===== src/rtl/rmc_pkg.sv =====
`timescale 1ns/1ps
package rmc_pkg;
  localparam int NREG = 4;

  typedef enum logic [1:0] {
    MODE_LOW  = 2'd0,
    MODE_MED  = 2'd1,
    MODE_HIGH = 2'd2,
    MODE_HYB  = 2'd3
  } rmode_e;

  typedef enum logic [1:0] {
    LAY_SINGLE = 2'd0,
    LAY_PAIR   = 2'd1,
    LAY_TRIPLE = 2'd2
  } layout_e;

  // Region power/enable pattern for a layout; the spare region stays off.
  function automatic logic [NREG-1:0] layout_enables(layout_e lay);
    case (lay)
      LAY_PAIR:   return 4'b0011;
      LAY_TRIPLE: return 4'b0111;
      default:    return 4'b0001;
    endcase
  endfunction
endpackage


===== src/rtl/rmc_policy.sv =====
`timescale 1ns/1ps
module rmc_policy
  import rmc_pkg::*;
#(
  parameter int RATE_W = 12,
  parameter int FRAC_W = 4
) (
  input  logic [RATE_W-1:0] rate,
  input  logic              hybrid_sel,
  input  logic              task_abft,
  output rmode_e            mode_want,
  output layout_e           lay_want
);
  localparam int unsigned LOW_TH_I  = 2 << FRAC_W;
  localparam int unsigned HIGH_TH_I = 8 << FRAC_W;
  localparam logic [RATE_W-1:0] LOW_TH  = LOW_TH_I[RATE_W-1:0];
  localparam logic [RATE_W-1:0] HIGH_TH = HIGH_TH_I[RATE_W-1:0];

  logic above_low, above_high;
  assign above_low  = (rate >= LOW_TH);
  assign above_high = (rate >= HIGH_TH);

  always_comb begin
    if (hybrid_sel) begin
      mode_want = MODE_HYB;
      if (task_abft)       lay_want = LAY_SINGLE;
      else if (above_high) lay_want = LAY_TRIPLE;
      else                 lay_want = LAY_PAIR;
    end else if (above_high) begin
      mode_want = MODE_HIGH;
      lay_want  = LAY_TRIPLE;
    end else if (above_low) begin
      mode_want = MODE_MED;
      lay_want  = LAY_PAIR;
    end else begin
      mode_want = MODE_LOW;
      lay_want  = LAY_SINGLE;
    end
  end
endmodule


===== src/rtl/rmc_voter.sv =====
`timescale 1ns/1ps
module rmc_voter
  import rmc_pkg::*;
#(
  parameter int DATA_W = 32
) (
  input  layout_e           lay,
  input  logic [DATA_W-1:0] r0,
  input  logic [DATA_W-1:0] r1,
  input  logic [DATA_W-1:0] r2,
  output logic [DATA_W-1:0] vote_data,
  output logic              vote_err,
  output logic [NREG-1:0]   vote_scrub
);
  logic [DATA_W-1:0] maj;
  logic eq01, eq02, eq12;

  genvar b;
  generate
    for (b = 0; b < DATA_W; b++) begin : g_maj
      assign maj[b] = (r0[b] & r1[b]) | (r0[b] & r2[b]) | (r1[b] & r2[b]);
    end
  endgenerate

  assign eq01 = (r0 == r1);
  assign eq02 = (r0 == r2);
  assign eq12 = (r1 == r2);

  always_comb begin
    vote_data  = r0;
    vote_scrub = '0;
    case (lay)
      LAY_PAIR: begin
        if (!eq01) vote_scrub = 4'b0011;
      end
      LAY_TRIPLE: begin
        vote_data = maj;
        if (eq01 && eq02)  vote_scrub = 4'b0000;
        else if (eq01)     vote_scrub = 4'b0100;
        else if (eq02)     vote_scrub = 4'b0010;
        else if (eq12)     vote_scrub = 4'b0001;
        else               vote_scrub = 4'b0111;
      end
      default: vote_scrub = '0;
    endcase
    vote_err = |vote_scrub;
  end
endmodule


===== src/rtl/redund_mode_ctrl.sv =====
`timescale 1ns/1ps
module redund_mode_ctrl
  import rmc_pkg::*;
#(
  parameter int DATA_W = 32,
  parameter int RATE_W = 12,
  parameter int FRAC_W = 4
) (
  input  logic                clk,
  input  logic                rst_n,
  input  logic [RATE_W-1:0]   upset_rate,
  input  logic                hybrid_sel,
  input  logic                task_abft,
  input  logic                task_busy,
  input  logic                res_valid,
  input  logic [3*DATA_W-1:0] region_res,
  output logic [1:0]          mode_o,
  output logic [NREG-1:0]     region_en,
  output logic                out_valid,
  output logic [DATA_W-1:0]   out_data,
  output logic                out_err,
  output logic [NREG-1:0]     scrub_req
);
  localparam int NVOTE = 3;

  rmode_e  mode_q, mode_want;
  layout_e lay_q, lay_want;

  logic [DATA_W-1:0] lane [NVOTE];
  genvar g;
  generate
    for (g = 0; g < NVOTE; g++) begin : g_lane
      assign lane[g] = region_res[g*DATA_W +: DATA_W];
    end
  endgenerate

  rmc_policy #(.RATE_W(RATE_W), .FRAC_W(FRAC_W)) u_policy (
    .rate       (upset_rate),
    .hybrid_sel (hybrid_sel),
    .task_abft  (task_abft),
    .mode_want  (mode_want),
    .lay_want   (lay_want)
  );

  logic [DATA_W-1:0] vote_data;
  logic              vote_err;
  logic [NREG-1:0]   vote_scrub;

  rmc_voter #(.DATA_W(DATA_W)) u_voter (
    .lay        (lay_q),
    .r0         (lane[0]),
    .r1         (lane[1]),
    .r2         (lane[2]),
    .vote_data  (vote_data),
    .vote_err   (vote_err),
    .vote_scrub (vote_scrub)
  );

  // Named events used by the checker.
  logic mode_switch, capture_ok;
  assign mode_switch = ((mode_want != mode_q) || (lay_want != lay_q)) && !task_busy;
  assign capture_ok  = res_valid && !mode_switch;

  always_ff @(posedge clk) begin
    if (!rst_n) begin
      mode_q <= MODE_LOW;
      lay_q  <= LAY_SINGLE;
    end else if (mode_switch) begin
      mode_q <= mode_want;
      lay_q  <= lay_want;
    end
  end

  always_ff @(posedge clk) begin
    if (!rst_n) begin
      out_valid <= 1'b0;
      out_data  <= '0;
      out_err   <= 1'b0;
      scrub_req <= '0;
    end else begin
      out_valid <= capture_ok;
      if (capture_ok) begin
        out_data  <= vote_data;
        out_err   <= vote_err;
        scrub_req <= vote_scrub;
      end else begin
        out_err   <= 1'b0;
        scrub_req <= '0;
      end
    end
  end

  assign mode_o    = mode_q;
  assign region_en = layout_enables(lay_q);
endmodule


===== config.mk =====
export PLATFORM = sky130hd
export DESIGN_NAME = redund_mode_ctrl
export DESIGN_NICKNAME = d
export VERILOG_FILES = /design/src/rtl/rmc_pkg.sv /design/src/rtl/rmc_policy.sv /design/src/rtl/rmc_voter.sv /design/src/rtl/redund_mode_ctrl.sv
export SDC_FILE = /design/constraint.sdc
export NUM_CORES = 1
export LEC_CHECK = 0
export BUFFER_PORTS_ARGS = -buffer_cell sky130_fd_sc_hd__buf_2
export CAP_MARGIN = 20
export CORE_MARGIN = 3
export CORE_UTILIZATION = 30
export CTS_CLUSTER_SIZE = 10
export DETAILED_ROUTE_END_ITERATION = 8
export GPL_TIMING_DRIVEN = 0
export MAX_ROUTING_LAYER = met4
export SETUP_SLACK_MARGIN = 0.5
export SYNTH_ARGS = -nofsm -noshare
export SYNTH_HDL_FRONTEND = slang
export SYNTH_SLANG_ARGS = --single-unit

===== constraint.sdc =====
create_clock -name clk -period 2.93 [get_ports clk]
set_input_delay 0.1465 -clock clk [delete_from_list [all_inputs] [get_ports clk]]
set_output_delay 0.1465 -clock clk [all_outputs]
set_load 0.1 [all_outputs]

==> impl_metrics.tcl <==
set metrics [dict create \
    ant_nets 0 \
    end_kind "flip-flop" \
    yosysSeqAreaShare 0.221 \
    grtUsageTotal 0.177 \
    synth_area_leaders "ha_1 (33%), dfxtp_1 (22%), mux2i_1 (8.6%)" \
    worst_pin_slew_ns 0.706 \
    yosys_warnings 0 \
    grt_pass1_wl_um 18300 \
    pwr_density_cell_nw_per_um2 422 \
    finalCritPeriodShare 0.740 \
    cp_top_family "buffers and inverters" \
    ir_worst_vdd_v 0.000182 \
    coreArea_um2 11800 \
    regArea_um2 821 \
    fin_tns_setup_ns 0 \
    leakagePower_nw 2.42 \
    relSlewSlack 0.529 \
    grt_pass1_vias 3605 \
    dpl_cell_area_um2 4650 \
    drtIter0Drc 180 \
    final_core_util 0.410 \
    multiInputGateArea_um2 2720 \
    crit_slowest_cell "dfxtp_1" \
    ys.flop_type "dfxtp_1" \
    maxSlewViolCount 0 \
    placement.io_buffers 147 \
    cts.sinks 41 \
    grt_antenna_before_repair 0 \
    final_nets 778 \
    drv_cap 0 \
    rsz0062_at_grt "false" \
    cts_tree "done" \
    synth_top_area_cell "ha_1" \
    fin_crit_ns 2.17 \
    start_util 0.315 \
    via_count 3723 \
    synth_common_cells "ha_1 (99), nand2_1 (69), dfxtp_1 (41), nor3_1 (37), o211ai_1 (35)" \
    setup_violations 0 \
    postCtsSetupBuffers 0 \
    synth-edff-count 0 \
    hpwl_um 10100 \
    postSynthAreaPerCell_um2 9.04 \
    max_freq_ghz 0.461 \
    cpPeakStageDelay_ns 0.51 \
    cts_resized 0 \
    crit_type "reg -> reg" \
    syn_area_um2 3710 \
    routed_wl_um 12000 \
    area.growth.synth_to_final_pct 30.1 \
    crit_path_cell_trace "ha_1 > clkbuf_1 > buf_1 > nand2_1 > o211ai_1 > mux2i_1" \
    htree_levels 2 \
    stdcell_area_um2 4820 \
    fillers 1216 \
    synth_top_area_frac 0.334 \
    clockBufferDepth 2 \
    hold_path.class "in -> reg" \
    io_pins 158 \
    clk_pin_slew_ns 0.06 \
    cts-buffers-inserted 5 \
    worstPathMaxFanout 10 \
    gp_congestion 0.896 \
    die_y_um 117 \
    fp.dieArea_um2 13700 \
    hold_buffers 0 \
    viasPerCell 5.10 \
    synth-seq-cells 41 \
    yosysMostFrequentCell "ha_1" \
    status "completed" \
    finalHoldViolCount 0 \
    arrival_ns 2.33 \
    wl_per_cell_um 16.4 \
    rr_worst_depth 6 \
    n_antenna_cell 0 \
    drive_above_1_share 0.295 \
    drc 0 \
    crit_cells 6 \
    synth_cell_types 39 \
    crit_required_ns 3.09 \
    rows 39 \
    async_reset_ff_frac 0 \
    clk_latency_ns 0.28 \
    path_buf_inv 2 \
    die_x_um 117 \
    fin_total_pwr_w 0.00204 \
    cts_root_buf "clkbuf_16" \
    crit_path_start_kind "flip-flop" \
    detail_route.first_pass.iterations 4 \
    grt_remaining_overflow 0 \
    grt_start_max_net_pins 15 \
    syn_inst 410 \
    whs_path_depth 3 \
    fin_worst_skew_ns 0.00486 \
]
## metrics by stage
stage | setup WS, ns | hold WS, ns | cells
3_3_place_gp | 0.694 | 0.441 | 722
3_5_place_dp | 0.668 | 0.451 | 722
6_report | 0.761 | 0.187 | 730
5_1_grt | 0.554 | 0.199 | 730
2_1_floorplan | 0.578 | 0.324 | 411
4_1_cts | 0.696 | 0.180 | 730
## metal layers
layer  GRT usage  up-vias  wire length, µm
met5           -        -                0
met4      0.0413        0              155
met3      0.0355       10              835
met2       0.288      131             5660
met1       0.227     1724             5330
li1            -     1858                -
## worst paths after layout
path / end / slack, ns / from
worst min-delay path: mode_o[1] / 0.19 / upset_rate[8]
worst max-delay path: out_data[30] / 0.76 / lay_q[1]
worst min register to register: out_data[2] / 0.46 / out_data[2]
worst max register to register: out_data[30] / 0.76 / lay_q[1]
## cell families (layout without fill, tap and decap cells)
logic type | after synthesis | after routing | synth area share
AO/OA/AOI/OAI | 53 | 53 | 0.107
flip-flops | 41 | 41 | 0.221
multiplexers | 33 | 33 | 0.0895
AND/OR/NAND/NOR | 154 | 154 | 0.199
buffers and inverters | 28 | 183 | 0.0466
other | 2 | 3 | 0.00203
adder cells (fa/ha/maj) | 99 | 99 | 0.334
## sequential cells by signal, summed over array words and instances, names as in the netlist
name and cells:
scrub_req 3, lay_q 2, out_err 1, out_valid 1, mode_o 2, out_data 32
## layout by cell type (no fill, tap or decap), types with 2 or more instances in the layout
cell type | Yosys | routed
nor4_1 | 24 | 24
nand2_1 | 69 | 69
ha_1 | 99 | 99
conb_1 | 2 | 3
dfxtp_1 | 41 | 41
buf_4 | 3 | 3
buf_1 | 3 | 2
o41a_1 | 2 | 2
nor2_1 | 8 | 8
nor3_1 | 37 | 37
clkbuf_1 | 12 | 12
and4_1 | 2 | 2
o21ai_0 | 4 | 4
nand4_1 | 5 | 5
buf_2 | 0 | 147
inv_1 | 6 | 6
a31oi_1 | 2 | 2
o211ai_1 | 35 | 35
or2_2 | 2 | 2
clkbuf_16 | 0 | 5
buf_12 | 3 | 3
mux2i_1 | 32 | 32
## area by class of cell
type | count | share of cell area
multi-input combinational | 342 | 0.563
sequential | 41 | 0.170
timing repair buffer | 147 | 0.153
tap | 164 | 0.0425
buffer | 22 | 0.0314
clock buffer | 5 | 0.0259
clock inverter | 3 | 0.00960
inverter | 6 | 0.00467
## worst min-delay path, delay by kind of cell
family	cells	cell delay (ns)
simple gates	1	0.07
buf+inv	1	0.10
compound gates	1	0.12
## where the power goes
part           leakage (nW)  switching [W]  total [W]  internal (W)
Sequential            0.335      0.0000208   0.000614      0.000594
Clock                0.0800       0.000238   0.000641      0.000403
Combinational          2.00       0.000547   0.000782      0.000235
Total                  2.42       0.000805    0.00204       0.00123
Power figures use the tool's default switching activity.
